$ cat config.mk
export PLATFORM = sky130hd
export DESIGN_NAME = rot_prio_resolver
export DESIGN_NICKNAME = d
export VERILOG_FILES = /design/src/rtl/rot_prio_pkg.sv /design/src/rtl/prio_rank_search.sv /design/src/rtl/prio_offset_reg.sv /design/src/rtl/rot_prio_resolver.sv
export SDC_FILE = /design/constraint.sdc
export NUM_CORES = 1
export LEC_CHECK = 0
export BUFFER_PORTS_ARGS = -buffer_cell sky130_fd_sc_hd__buf_2
export CAP_MARGIN = 10
export CORE_ASPECT_RATIO = 0.8
export CORE_MARGIN = 2
export CORE_UTILIZATION = 40
export CTS_CLUSTER_SIZE = 8
export DETAILED_ROUTE_END_ITERATION = 8
export MAX_ROUTING_LAYER = met4
export PLACE_DENSITY_LB_ADDON = 0.25
export SYNTH_ARGS = -nofsm -noshare
export SYNTH_HDL_FRONTEND = slang
export SYNTH_HIERARCHICAL = 1
export SYNTH_SLANG_ARGS = --single-unit
$ cat constraint.sdc
create_clock -name clk -period 7.05 [get_ports clk]
set_input_delay 1.41 -clock clk [delete_from_list [all_inputs] [get_ports clk]]
set_output_delay 1.41 -clock clk [all_outputs]
set_load 0.005 [all_outputs]
$ cat src/rtl/rot_prio_pkg.sv
package rot_prio_pkg;
   typedef enum logic {
      ROT_NAMED = 1'b0,
      ROT_INSVC = 1'b1
   } rot_op_e;
endpackage

$ cat src/rtl/prio_rank_search.sv
module prio_rank_search #(
   parameter int N_LINES = 8,
   localparam int IDX_W  = $clog2(N_LINES),
   localparam int RANK_W = IDX_W + 1
) (
   input  logic [N_LINES-1:0] set_i,
   input  logic [IDX_W-1:0]   base_i,
   output logic               found_o,
   output logic [RANK_W-1:0]  rank_o,
   output logic [IDX_W-1:0]   line_o
);
   logic [N_LINES-1:0] rotated;

   // rotated[p] holds the line whose rank is p
   always_comb begin
      for (int p = 0; p < N_LINES; p++) begin
         rotated[p] = set_i[IDX_W'(IDX_W'(p) + base_i)];
      end
   end

   always_comb begin
      rank_o = RANK_W'(N_LINES);
      for (int p = N_LINES - 1; p >= 0; p--) begin
         if (rotated[p]) rank_o = RANK_W'(p);
      end
   end

   assign found_o = ~rank_o[IDX_W];
   assign line_o  = rank_o[IDX_W-1:0] + base_i;
endmodule

$ cat src/rtl/prio_offset_reg.sv
module prio_offset_reg #(
   parameter int N_LINES = 8,
   localparam int IDX_W  = $clog2(N_LINES)
) (
   input  logic             clk,
   input  logic             rst_n,
   input  logic             rot_valid_i,
   input  logic             rot_op_i,
   input  logic [IDX_W-1:0] rot_line_i,
   input  logic             insvc_found_i,
   input  logic [IDX_W-1:0] insvc_line_i,
   output logic [IDX_W-1:0] offset_o
);
   import rot_prio_pkg::*;

   logic [IDX_W-1:0] offset_q;
   logic             upd;
   logic [IDX_W-1:0] pivot;

   always_comb begin
      upd   = 1'b0;
      pivot = rot_line_i;
      if (rot_valid_i) begin
         if (rot_op_e'(rot_op_i) == ROT_NAMED) begin
            upd = 1'b1;
         end else if (insvc_found_i) begin
            upd   = 1'b1;
            pivot = insvc_line_i;
         end
      end
   end

   always_ff @(posedge clk or negedge rst_n) begin
      if (!rst_n)   offset_q <= '0;
      else if (upd) offset_q <= pivot + 1'b1;
   end

   assign offset_o = offset_q;

   AST_OFFSET_NAMED: assert property (@(posedge clk) disable iff (!rst_n)
      (rot_valid_i && rot_op_i == 1'b0) |=> offset_o == $past(rot_line_i) + 1'b1);
   AST_OFFSET_HOLD: assert property (@(posedge clk) disable iff (!rst_n)
      !rot_valid_i |=> $stable(offset_o));
   AST_INSVC_EMPTY_HOLD: assert property (@(posedge clk) disable iff (!rst_n)
      (rot_valid_i && rot_op_i == 1'b1 && !insvc_found_i) |=> $stable(offset_o));
endmodule

$ cat src/rtl/rot_prio_resolver.sv
module rot_prio_resolver #(
   parameter int N_LINES      = 8,
   parameter bit IS_MASTER    = 1'b1,
   parameter int CASCADE_LINE = 2,
   localparam int IDX_W       = $clog2(N_LINES),
   localparam int RANK_W      = IDX_W + 1
) (
   input  logic               clk,
   input  logic               rst_n,
   input  logic [N_LINES-1:0] req_i,
   input  logic [N_LINES-1:0] mask_i,
   input  logic [N_LINES-1:0] insvc_i,
   input  logic               smask_i,
   input  logic               nested_i,
   input  logic               rot_valid_i,
   input  logic               rot_op_i,
   input  logic [IDX_W-1:0]   rot_line_i,
   output logic               irq_o,
   output logic [IDX_W-1:0]   line_o,
   output logic [IDX_W-1:0]   offset_o
);
   initial begin
      if (N_LINES < 2 || (1 << IDX_W) != N_LINES)
         $error("N_LINES must be a power of two of at least 2");
      if (CASCADE_LINE < 0 || CASCADE_LINE >= N_LINES)
         $error("CASCADE_LINE must name an existing line");
   end

   logic [N_LINES-1:0] pend_w, ins_smask, ins_eff;
   logic               pend_found, ins_found, raw_found;
   logic [RANK_W-1:0]  pend_rank, ins_rank, raw_rank;
   logic [IDX_W-1:0]   pend_line, ins_line, raw_line;
   logic               want;
   logic               irq_q;
   logic [IDX_W-1:0]   line_q;

   assign pend_w    = req_i & ~mask_i;
   assign ins_smask = smask_i ? (insvc_i & ~mask_i) : insvc_i;

   generate
      if (IS_MASTER) begin : g_master
         always_comb begin
            ins_eff = ins_smask;
            if (nested_i) ins_eff[CASCADE_LINE] = 1'b0;
         end
      end else begin : g_slave
         assign ins_eff = ins_smask;
      end
   endgenerate

   prio_rank_search #(.N_LINES(N_LINES)) i_pend_search (
      .set_i(pend_w), .base_i(offset_o),
      .found_o(pend_found), .rank_o(pend_rank), .line_o(pend_line));

   prio_rank_search #(.N_LINES(N_LINES)) i_ins_search (
      .set_i(ins_eff), .base_i(offset_o),
      .found_o(ins_found), .rank_o(ins_rank), .line_o(ins_line));

   prio_rank_search #(.N_LINES(N_LINES)) i_raw_search (
      .set_i(insvc_i), .base_i(offset_o),
      .found_o(raw_found), .rank_o(raw_rank), .line_o(raw_line));

   prio_offset_reg #(.N_LINES(N_LINES)) i_offset (
      .clk(clk), .rst_n(rst_n),
      .rot_valid_i(rot_valid_i), .rot_op_i(rot_op_i), .rot_line_i(rot_line_i),
      .insvc_found_i(raw_found), .insvc_line_i(raw_line),
      .offset_o(offset_o));

   // none codes (N_LINES) sort below every real rank
   assign want = pend_found && (pend_rank < ins_rank);

   always_ff @(posedge clk or negedge rst_n) begin
      if (!rst_n) begin
         irq_q  <= 1'b0;
         line_q <= '0;
      end else begin
         irq_q  <= want;
         line_q <= want ? pend_line : '0;
      end
   end

   assign irq_o  = irq_q;
   assign line_o = line_q;

   logic unused_ok;
   assign unused_ok = ins_found ^ (|ins_line) ^ (|raw_rank);

   AST_IRQ_NEEDS_PEND: assert property (@(posedge clk) disable iff (!rst_n)
      irq_o |-> |$past(pend_w));
   AST_LINE_WAS_PENDING: assert property (@(posedge clk) disable iff (!rst_n)
      irq_o |-> |($past(pend_w) & (N_LINES'(1) << line_o)));
   AST_IDLE_LINE_ZERO: assert property (@(posedge clk) disable iff (!rst_n)
      !irq_o |-> line_o == '0);
   AST_NO_PEND_NO_IRQ: assert property (@(posedge clk) disable iff (!rst_n)
      (pend_w == '0) |=> !irq_o);
endmodule

=== Word level (Yosys, flattened, before mapping) ===
Index checks and enable logic that the tools add are counted.

* Register bits: 7
* Bits of input ports: 33
* Output and inout port bits: 7

* Add/subtract/negate cells: 10
* $lt $le $gt $ge: 9
* Mux-type cells: 81
* Bitwise gates (word level): 4
* Reduce and logical (&&, ||, !) cells: 1

{| class="wikitable"
|+ Operator list
! operator !! number
|-
| 4-bit two-way mux || 24
|-
| 1-bit binary-select mux with 3-bit select || 24
|-
| 3-bit by 4-bit < comparator with 1-bit output (second input constant) || 8
|-
| 1-bit two-way mux || 28
|-
| 8-bit AND || 2
|-
| 3-bit adder (first input constant) || 4
|-
| 3-bit two-way mux || 4
|-
| 8-bit two-way mux || 1
|-
| 8-bit inverter || 1
|-
| 2-bit by 3-bit adder with 3-bit output (first input constant) || 2
|-
| 3-bit adder || 2
|-
| 4-bit < comparator || 1
|-
| 1-bit by 3-bit adder with 3-bit output (first input constant) || 1
|-
| 3-bit by 1-bit adder with 3-bit output (second input constant) || 1
|-
| 1-bit logical AND || 1
|-
| 1-bit inverter || 1
|}

=== Logic depth before layout (Yosys ltp) ===
* Word-level depth: 17
* Mapped depth: 19

=== Hierarchy ===
The synthesis kept the hierarchy.

{| class="wikitable"
|+ By module, submodules not included
! module !! times used !! cells each !! area each (µm²)
|-
| prio_rank_search || 3 || 86 || 817.0
|-
| rot_prio_resolver || 1 || 35 || 324.1
|-
| prio_offset_reg || 1 || 20 || 217.7
|}

=== Worst setup path after synthesis ===
Ideal clock, no wire load.

* Path type: register to register
* Start point: register i_offset.offset_q[0] (netlist: i_offset/offset_o[0])
* End point: register i_offset.offset_q[1] (netlist: i_offset/offset_o[1])
* Setup time: 0.125 ns
* Arrival: 4.212 ns
* Required time: 6.925 ns
* Setup slack: 2.712 ns
* Cell stages (with the launch flop): 19
* Buffers on the path: 3
* Cell sequence: dfrtp_1 > buf_6 > buf_2 > inv_1 > ha_1 > clkbuf_1 > mux2_2 > mux2i_1 > a221oi_2 > a211oi_1 > o31a_1 > a211oi_2 > ha_1 > inv_1 > fa_1 > inv_1 > mux2_2 > ha_1 > mux2_4

* Cells in the longest elaborated chain, start to end: 16
* Elaborated cells on any way between the ends: 39
* Classes of those cells: add/sub (9); mux (30)

{| class="wikitable"
|+ Ends and longest elaborated chain
! element !! RTL line !! RTL
|-
| start: declaration || prio_offset_reg.sv:16 || <nowiki>logic [IDX_W-1:0] offset_q;</nowiki>
|-
| start signal: assignment || prio_offset_reg.sv:35 || <nowiki>else if (upd) offset_q <= pivot + 1'b1;</nowiki>
|-
| 3-bit adder || prio_rank_search.sv:17 || <nowiki>rotated[p] = set_i[IDX_W'(IDX_W'(p) + base_i)];</nowiki>
|-
| 1-bit binary-select mux with 3-bit select || prio_rank_search.sv:17 ||
|-
| 1-bit two-way mux (implied by the code) || prio_rank_search.sv:17 ||
|-
| 4-bit two-way mux (7 in series) || prio_rank_search.sv:24 || <nowiki>if (rotated[p]) rank_o = RANK_W'(p);</nowiki>
|-
| 4-bit two-way mux (*) || prio_rank_search.sv:24 ||
|-
| net raw_rank[0] || rot_prio_resolver.sv:31 || <nowiki>logic [RANK_W-1:0] pend_rank, ins_rank, raw_rank;</nowiki>
|-
| 3-bit adder (*) || prio_rank_search.sv:29 || <nowiki>assign line_o = rank_o[IDX_W-1:0] + base_i;</nowiki>
|-
| net raw_line[1] || rot_prio_resolver.sv:32 || <nowiki>logic [IDX_W-1:0] pend_line, ins_line, raw_line;</nowiki>
|-
| 3-bit two-way mux (*) || prio_offset_reg.sv:26 || <nowiki>end else if (insvc_found_i) begin</nowiki>
|-
| 3-bit two-way mux (*) || prio_offset_reg.sv:24 || <nowiki>if (rot_op_e'(rot_op_i) == ROT_NAMED) begin</nowiki>
|-
| 3-bit two-way mux (*) || prio_offset_reg.sv:23 || <nowiki>if (rot_valid_i) begin</nowiki>
|-
| 3-bit by 1-bit adder with 3-bit output (*) || prio_offset_reg.sv:35 ||
|}

Mark *: on every way through the listed nets, which the timed path passes. The rest lies on a longest branch. The select of a mux whose other input is x is not followed.
A chain may end at the register's enable or synchronous reset.

=== Worst setup path in the final report ===
* Start point: input port insvc_i[3]
* End point: register i_offset.offset_q[1] (netlist: i_offset/offset_o[1])

* Cells in the longest elaborated chain, start to end: 15
* Elaborated cells on any way between the ends: 32
* Classes of those cells: add/sub (2); mux (30)

{| class="wikitable"
|+ Ends and longest elaborated chain
! element !! RTL line !! RTL
|-
| start: declaration || rot_prio_resolver.sv:12 || <nowiki>input logic [N_LINES-1:0] insvc_i,</nowiki>
|-
| 1-bit binary-select mux with 3-bit select || prio_rank_search.sv:17 ||
|-
| 1-bit two-way mux (implied by the code) || prio_rank_search.sv:17 ||
|-
| 4-bit two-way mux (7 in series) || prio_rank_search.sv:24 ||
|-
| 4-bit two-way mux (*) || prio_rank_search.sv:24 ||
|-
| net raw_rank[0] || rot_prio_resolver.sv:31 ||
|-
| 3-bit adder (*) || prio_rank_search.sv:29 ||
|-
| net raw_line[1] || rot_prio_resolver.sv:32 ||
|-
| 3-bit two-way mux (*) || prio_offset_reg.sv:26 ||
|-
| 3-bit two-way mux (*) || prio_offset_reg.sv:24 ||
|-
| 3-bit two-way mux (*) || prio_offset_reg.sv:23 ||
|-
| 3-bit by 1-bit adder with 3-bit output (*) || prio_offset_reg.sv:35 ||
|}

Marks and branches as above.

==> metrics.txt <==
Ant. Diodes 0; clk buf depth 2; commonest non-fill, non-tap cells in the layout buf_2, mux2i_1, mux2_2; CTS tree yes; setup TNS 0 ps; post-placement cell count 409; worst reg2reg setup slack 2900 ps; f_max 0.233 GHz; CP peak stage delay 530 ps; final number of setup-violating endpoints 0; grt total ovfl 0; Fin Clk Skew 3.77 ps; crit-path cells buf_2 > mux2_2 > nor2_1 > a221oi_2 > a211oi_1 > o31a_1 > a211oi_2 > ha_1 > inv_1 > fa_1 > inv_1 > mux2_2 > ha_1 > mux2_4; # DRC 0; post-CTS resize count 0; detailed-route wire length per cell 16.4 µm; Worst-Skew Late Latency 230 ps; Synth Instances 295; area post-placement 3050 µm²; reg2reg start i_offset/offset_o[2]; area grow syn2layout 9.37%; fin area 3100 µm²; CP max FO 6; Syn. warnings 6; CP required 7170 ps; post-route ant nets 0; Final Non-Filler Cells 413; Worst-Margin Slew 780 ps; gr usage total 18.0%; clk slew on worst S/H paths 40 ps; DR vias 2418; fillers 676; crit start category input port; CTS hold repair buffers 0; Final #Nets 374; Worst Hold Endpoint i_offset/offset_o[2]; post-synthesis instance area 2830 µm²; Worst path slowest cell a221oi_2; CTS H-Tree Depth 1; setup bufs post-CTS 0; top-level port count 40; critical path class input port to flop; Max Cap Viol 0; core outline area 6860 µm²; RR Endpoint i_offset/offset_o[1]; routability cong. 0.890; drt first-iter violations 127; RSZ-0062 raised after global routing no; post-layout minimum cycle time 4280 ps; antenna violations before repair 0; worst-case reg-to-reg path depth 14; clk root buf clkbuf_8; status completed; largest net degree at the start of global routing 66; vias in the first global route 2163; final wirelength 6780 µm; IO buf count 39; die height 79.2 µm; Slew HR 48.0%; hold path cells 2; proportion of layout cells with a drive suffix above 1 37.1%; arrival time worst endpoint 4400 ps; first-pass GRT wire length 11200 µm; Die ar. 7770 µm²; clk sinks 7; commonest non-fill, non-tap cell in the layout buf_2; crit end category flop; row count 27; max-slew violations 0; die width 98.0 µm; Mapped Nets 342; starting density of the core 41.3%; vias per cell 5.85; hold_sp i_offset/offset_o[2]; Hold Crit Class flop to flop; fin util 45.1%; Hold Fails Final Rpt 0; Final HPWL DP 5400 µm; syn avg cell area 9.59 µm²; TritonCTS Buffers 3; Tcrit/Tclk final 60.7%; DRT Pass-1 Iters 4
==> area by class of cell <==
| cell class | instances | area (µm²) | share of cell area (%) |
|---|---|---|---|
| tap | 87 | 109 | 3.52 |
| sequential | 7 | 178 | 5.74 |
| timing repair buffer | 42 | 218 | 7.03 |
| multi-input combinational | 249 | 2460 | 79.3 |
| inverter | 24 | 90.1 | 2.91 |
| clock buffer | 4 | 45.0 | 1.46 |
==> how the worst max path moves through the flow <==
stage / from / to / slack (ps) / cells past startpoint
5_1_grt: insvc_i[7] / line_o[1] / 2570 / 12
3_3_place_gp: insvc_i[4] / i_offset/offset_o[1] / 2630 / 14
6_report: insvc_i[3] / i_offset/offset_o[1] / 2770 / 14
3_5_place_dp: insvc_i[3] / i_offset/offset_o[1] / 2540 / 14
2_1_floorplan: i_offset/offset_o[0] / i_offset/offset_o[1] / 2730 / 18
4_1_cts: insvc_i[3] / i_offset/offset_o[1] / 2780 / 14
==> through the flow <==
step	hold slack [ps]	setup WS, ps
6_report	775	2770
5_1_grt	817	2570
4_1_cts	782	2780
3_5_place_dp	777	2540
3_3_place_gp	773	2630
2_1_floorplan	626	2730
==> per-layer routing <==
layer | part of all wire (%) | up-vias | wire, µm | track usage, %
met5 | 0 | - | 0 | -
met1 | 52 | 1147 | 3520 | 26.7
met3 | 3.4 | 9 | 229 | 1.58
met2 | 43 | 49 | 2930 | 26.3
li1 | - | 1213 | - | -
met4 | 1.5 | 0 | 104 | 4.58
==> worst max-delay path: cells and delay by family <==
family | cells | cell delay, ps
mux | 3 | 710
simple gates | 1 | 50
fa+ha+maj | 3 | 920
compound gates | 4 | 1100
buf+inv | 3 | 220
==> state kept, by name, indices dropped and copies added, names as in the netlist <==
name               count
line_o                 3
irq_o                  1
i_offset/offset_o      3
Power is not shown: default switching activity piles up to over one toggle a cycle in this logic, so the estimate is an artifact.
